==> config.mk <==
export PLATFORM = sky130hd
export DESIGN_NAME = adc_corr_backend
export DESIGN_NICKNAME = d
export VERILOG_FILES = /design/src/rtl/adc_corr_pkg.sv /design/src/rtl/adc_stage_delay.sv /design/src/rtl/adc_corr_datapath.sv /design/src/rtl/adc_corr_ctrl.sv /design/src/rtl/adc_corr_backend.sv
export SDC_FILE = /design/constraint.sdc
export NUM_CORES = 1
export LEC_CHECK = 0
export CAP_MARGIN = 15
export CORE_MARGIN = 2
export CORE_UTILIZATION = 40
export DETAILED_ROUTE_END_ITERATION = 10
export GPL_ROUTABILITY_DRIVEN = 0
export GPL_TIMING_DRIVEN = 0
export HOLD_SLACK_MARGIN = 0.12
export PLACE_DENSITY = 0.69
export SYNTH_ARGS = -nofsm -noshare
export SYNTH_HDL_FRONTEND = slang
export SYNTH_HIERARCHICAL = 1
export SYNTH_SLANG_ARGS = --single-unit
==> constraint.sdc <==
create_clock -name clk -period 1.9 [get_ports clk]
set_input_delay 0.285 -clock clk [delete_from_list [all_inputs] [get_ports clk]]
set_output_delay 0.285 -clock clk [all_outputs]
set_load 0.01 [all_outputs]
==> src/rtl/adc_corr_pkg.sv <==
package adc_corr_pkg;

  // Strobes handed from the control module to the datapath.
  typedef struct packed {
    logic twosComp;
    logic drive;
    logic valid;
  } corrCtrl_t;

  // Register depth of lane idx. Two stages share one clock of skew,
  // and every lane, the flash included, is registered at least once.
  function automatic int alignDepth(input int idx, input int nStg);
    return nStg / 2 + 1 - idx / 2;
  endfunction

endpackage

==> src/rtl/adc_stage_delay.sv <==
module adc_stage_delay #(
  parameter int W     = 2,
  parameter int DEPTH = 1
) (
  input  logic         clk,
  input  logic         rstN,
  input  logic [W-1:0] din,
  output logic [W-1:0] dout
);

  logic [W-1:0] pipe [DEPTH];

  always_ff @(posedge clk or negedge rstN) begin
    if (!rstN) begin
      for (int k = 0; k < DEPTH; k++) pipe[k] <= '0;
    end else begin
      pipe[0] <= din;
      for (int k = 1; k < DEPTH; k++) pipe[k] <= pipe[k-1];
    end
  end

  assign dout = pipe[DEPTH-1];

endmodule

==> src/rtl/adc_corr_datapath.sv <==
module adc_corr_datapath
  import adc_corr_pkg::*;
#(
  parameter int NUM_STAGES = 6
) (
  input  logic                    clk,
  input  logic                    rstN,
  input  logic [2*NUM_STAGES-1:0] stageCodes,
  input  logic [1:0]              flashCode,
  input  corrCtrl_t               ctrl,
  output logic [NUM_STAGES+1:0]   wordOut
);

  localparam int OUT_W  = NUM_STAGES + 2;
  localparam int SUM_W  = NUM_STAGES + 4;
  localparam int OFFSET = (1 << NUM_STAGES) - 1;
  localparam int FULL   = (1 << OUT_W) - 1;

  logic [1:0] rawCode [NUM_STAGES+1];
  logic [1:0] aligned [NUM_STAGES+1];

  // One skewed delay lane per stage, and one for the flash
  for (genvar g = 0; g <= NUM_STAGES; g++) begin : g_lane
    if (g < NUM_STAGES) begin : g_sub
      assign rawCode[g] = stageCodes[2*g +: 2];
    end else begin : g_flash
      assign rawCode[g] = flashCode;
    end
    adc_stage_delay #(
      .W    (2),
      .DEPTH(alignDepth(g, NUM_STAGES))
    ) u_dly (
      .clk (clk),
      .rstN(rstN),
      .din (rawCode[g]),
      .dout(aligned[g])
    );
  end

  logic [SUM_W-1:0] sumNext, sumReg, shifted;
  logic [OUT_W-1:0] satNext, satReg, lvlA, lvlB;

  // Overlapping shift-and-add of the aligned codes
  always_comb begin
    sumNext = SUM_W'(aligned[NUM_STAGES]);
    for (int k = 0; k < NUM_STAGES; k++)
      sumNext = sumNext + (SUM_W'(aligned[k]) << (NUM_STAGES - k));
  end

  // Offset removal and clamp
  always_comb begin
    shifted = sumReg - SUM_W'(OFFSET);
    if (sumReg < SUM_W'(OFFSET))
      satNext = '0;
    else if (shifted > SUM_W'(FULL))
      satNext = '1;
    else
      satNext = shifted[OUT_W-1:0];
  end

  always_ff @(posedge clk or negedge rstN) begin
    if (!rstN) begin
      sumReg <= '0;
      satReg <= '0;
      lvlA   <= '0;
      lvlB   <= '0;
    end else begin
      sumReg <= sumNext;
      satReg <= satNext;
      lvlA   <= satReg;
      lvlB   <= lvlA ^ {ctrl.twosComp, {(OUT_W-1){1'b0}}};
    end
  end

  assign wordOut = lvlB;

endmodule

==> src/rtl/adc_corr_ctrl.sv <==
module adc_corr_ctrl
  import adc_corr_pkg::*;
#(
  parameter int VALID_AFTER = 27
) (
  input  logic      clk,
  input  logic      rstN,
  input  logic      fmtTwos,
  input  logic      outDisable,
  output corrCtrl_t ctrl
);

  localparam int CNT_W = $clog2(VALID_AFTER + 1);

  logic [CNT_W-1:0] upCnt;

  always_ff @(posedge clk or negedge rstN) begin
    if (!rstN)
      upCnt <= '0;
    else if (upCnt != CNT_W'(VALID_AFTER))
      upCnt <= upCnt + 1'b1;
  end

  always_comb begin
    ctrl.twosComp = fmtTwos;
    ctrl.drive    = !outDisable;
    ctrl.valid    = (upCnt == CNT_W'(VALID_AFTER));
  end

endmodule

==> src/rtl/adc_corr_backend.sv <==
module adc_corr_backend
  import adc_corr_pkg::*;
#(
  parameter int NUM_STAGES  = 6,
  parameter int INIT_CYCLES = 20
) (
  input  logic                    clk,
  input  logic                    rstN,
  input  logic [2*NUM_STAGES-1:0] stageCodes,
  input  logic [1:0]              flashCode,
  input  logic                    fmtTwos,
  input  logic                    outDisable,
  output logic [NUM_STAGES+1:0]   dataOut,
  output logic                    dataDrive,
  output logic                    dataValid
);

  // alignment depth of lane 0 plus sum, clamp and two output levels
  localparam int LATENCY     = alignDepth(0, NUM_STAGES) + 3;
  localparam int VALID_AFTER = INIT_CYCLES + LATENCY;

  corrCtrl_t ctrl;

  adc_corr_ctrl #(.VALID_AFTER(VALID_AFTER)) u_ctrl (
    .clk       (clk),
    .rstN      (rstN),
    .fmtTwos   (fmtTwos),
    .outDisable(outDisable),
    .ctrl      (ctrl)
  );

  adc_corr_datapath #(.NUM_STAGES(NUM_STAGES)) u_dp (
    .clk       (clk),
    .rstN      (rstN),
    .stageCodes(stageCodes),
    .flashCode (flashCode),
    .ctrl      (ctrl),
    .wordOut   (dataOut)
  );

  assign dataDrive = ctrl.drive;
  assign dataValid = ctrl.valid;

endmodule

==> flow_summary.yaml, run 1 <==
clocking:
  cts_tree: "done"
  clk_latency_ns: 0.34
  clk_pin_slew_ns: 0.07
  cts_max_level: 3
  clock_path_buffers: 2
  cts_buffers: 9
  clkSinkCount: 76
  root_buffer: "clkbuf_8"
cells_and_area:
  nFillCells: 582
  drive_gt1_share_pct: 18.7
  final_cells: 321
  diodes: 0
  fin_nets: 264
  mostFrequentLayoutCells: "dfrtp_1 (76), clkdlybuf4s50_1 (24), buf_4 (18), a21oi_1 (17), inv_1 (11)"
  layout_commonest_cell: "dfrtp_1"
  area_growth_pct: 24.8
sta:
  timing.final.crit_share_pct: 95.0
  setup_viol: 0
  min_period_ns: 1.80
  final_hold_viol_count: 0
  clock_skew_ns: 0.00465
  holdWs_ns: 0.348
  rsz0062_at_grt: "no"
  fmax_mhz: 554
  drv_slew: 0
  tightest_slew_ns: 0.890
  relSlewSlack_pct: 40.6
critical_path:
  worstPathMaxFanout: 3
  cpPeakStageDelay_ns: 0.38
  crit_chain: "buf_4 > ha_4 > inv_1 > fa_2 > nor2b_4 > o31a_1 > nor4_1 > a311o_1"
  cp_slowest_cell: "fa_2"
  cp.arrival_ns: 2.03
  start_kind: "flip-flop"
  path_delay_family: "adder cells"
  end_kind: "flip-flop"
  cp.required_ns: 2.12
  path_class: "reg -> reg"
  cp.buffers_inverters: 2
floorplanning:
  die_y_um: 86.5
  start_util_pct: 40.8
  core_region_area_sq_um: 6680
  die-area_sq_um: 7490
  fp-row-count: 30
  die_x_um: 86.5
  ioPinCount: 28
placement:
  port_buffers: 26
  dp_hpwl_mm: 2.24
  dp.cells: 300
yosys:
  yosys_warnings: 6
  ys_seq_area_share_pct: 69.8
  synthDistinctLibCells: 37
  async_flop_share_pct: 100
  synth_edf_count: 0
  synthCells: 194
  synthFlopType: "dfrtp_1"
  avgSynthCellArea_sq_um: 14.0
  syn-num-nets: 222
  synth_area_sq_um: 2720
  synth_seq_cells: 76
route:
  num_vias: 1553
  postRouteAntennaNets: 0
  wire_per_inst_um: 10.8
  drc: 0
  first_pass_iters: 4
  vias_per_cell: 4.84
  drt_iter0_drc: 80
  routed_wl_mm: 3.47
global_route:
  grt_overflow: 0
  grt_pass1_vias: 1540
  antenna_found_initial: 0
  grt_use_total_pct: 11.1
  grt_pass1_wl_mm: 6.20
  grt_max_degree: 77
worst_hold_path:
  hp-class: "reg -> reg"
job:
  drv_cap: 0
status:
  outcome: "complete, no violations"
power:
  p_leak_nw: 1.50
  p_total_mw: 3.81
  p_per_area_nw_per_um2: 1120
  peakVddDrop_mv: 0.624
layer usage:
layer	track usage [%]	vias to the layer above	part of all wire, %
li1	-	729	-
met1	10.9	772	40
met2	18.4	45	53
met3	5.43	7	6.1
met4	7.53	0	1.6
met5	0	-	0
state kept, by name (all words and copies together) (netlist names):
register and cells:
u_dp/wordOut 8, u_dp/satReg 8, u_dp/sumReg 9, u_dp/g_lane.u_dly/dout 14
u_ctrl/upCnt 5, u_dp/g_lane.u_dly/pipe 24, u_dp/lvlA 8
worst register-to-register path, delay by kind of cell, from the launching register on:
| kind | cells | cell delay, ns |
|---|---|---|
| AO/OA/AOI/OAI | 2 | 0.50 |
| adder cells (fa/ha/maj) | 2 | 0.51 |
| buffers and inverters | 2 | 0.16 |
| flip-flops | 1 | 0.33 |
| AND/OR/NAND/NOR | 2 | 0.18 |
timing repair:
action                                 CTS  global route
setup endpoints to repair                2             1
endpoints found under the hold margin   77             0
gates resized for setup                  4             2
pin swaps                                0             2
hold buffers                             2             0
setup buffers                            2             1
worst paths after layout:
kind / startpoint / depth (start not counted) / slack (ns) / to
worst max-delay path: u_dp/g_lane[5].u_dly/dout[0] / 8 / 0.1 / u_dp/sumReg[7]
worst min-delay path: u_dp/g_lane[1].u_dly/pipe[3] / 0 / 0.35 / u_dp/g_lane[1].u_dly/dout[1]
worst max register to register: u_dp/g_lane[5].u_dly/dout[0] / 8 / 0.1 / u_dp/sumReg[7]
worst min register to register: u_dp/g_lane[1].u_dly/pipe[3] / 0 / 0.35 / u_dp/g_lane[1].u_dly/dout[1]
max in group asynchronous: rstN / 2 / 0.70 / u_dp/g_lane[0].u_dly/dout[0]
min in group asynchronous: rstN / 2 / 0.59 / u_dp/wordOut[7]
through the flow:
| step | setup TNS [ns] | util, % | setup WS (ns) | cell area [sq um] |
|---|---|---|---|---|
| 2_1_floorplan | 0 | - | 0.131 | 2720 |
| 3_3_place_gp | -139.84 | 46.2 | -1.84 | 3080 |
| 3_5_place_dp | 0 | 46.1 | 0.0222 | 3080 |
| 4_1_cts | 0 | 50.6 | 0.0694 | 3380 |
| 5_1_grt | 0 | 50.9 | 0.0118 | 3400 |
| 6_report | 0 | 50.9 | 0.0951 | 3400 |
cells by family (layout without fill, tap and decap cells):
group                    after synthesis  count (layout)  synth area share [%]
buffers and inverters                 26              73                  5.56
adder cells (fa/ha/maj)               10              10                  4.87
AO/OA/AOI/OAI                         40              40                  9.51
flip-flops                            76              76                  69.8
multiplexers                           1               1                 0.551
XOR/XNOR                               9               9                  2.89
AND/OR/NAND/NOR                       32              32                  6.80
layout make-up:
class / count / area, sq um / area share (%)
Sequential cell: 76 / 1900 / 55.9
Multi-Input combinational cell: 92 / 698 / 20.5
Timing Repair Buffer: 31 / 299 / 8.80
Clock buffer: 10 / 138 / 4.05
Clock inverter: 6 / 111 / 3.28
Buffer: 15 / 110 / 3.24
Tap cell: 80 / 100 / 2.94
Inverter: 11 / 41.3 / 1.21
synthesized netlist by cell type, drive strengths merged, types with 2 or more instances:
cell type / count / share of area, %
nor3: 3 / 0.55
nand2: 4 / 0.55
xnor2: 6 / 1.9
buf: 15 / 4.0
nand2b: 2 / 0.46
o22ai: 2 / 0.46
inv: 11 / 1.5
xor2: 3 / 0.96
nor2b: 2 / 0.73
nor2: 10 / 1.4
o21bai: 2 / 0.55
ha: 9 / 4.1
nand3: 5 / 1.1
a311o: 2 / 0.73
nand4: 2 / 0.46
o21ai: 6 / 1.2
o21a: 2 / 0.55
dfrtp: 76 / 70
a21oi: 17 / 3.1
o31a: 2 / 0.64
power by group:
| part | leakage [nW] | switching, mW | internal [mW] | total, mW |
|---|---|---|---|---|
| Clock | 0.122 | 0.550 | 0.907 | 1.46 |
| Combinational | 0.504 | 0.209 | 0.242 | 0.451 |
| Sequential | 0.878 | 0.0785 | 1.82 | 1.90 |
| Total | 1.50 | 0.838 | 2.97 | 3.81 |
Power figures use the tool's default switching activity.
==> run 2, diff against run 1 <==
SKIP_LAST_GASP = 1   (was default)
==> results of run 2 <==
Final layout, timing and power as in run 1 (identical DEF).
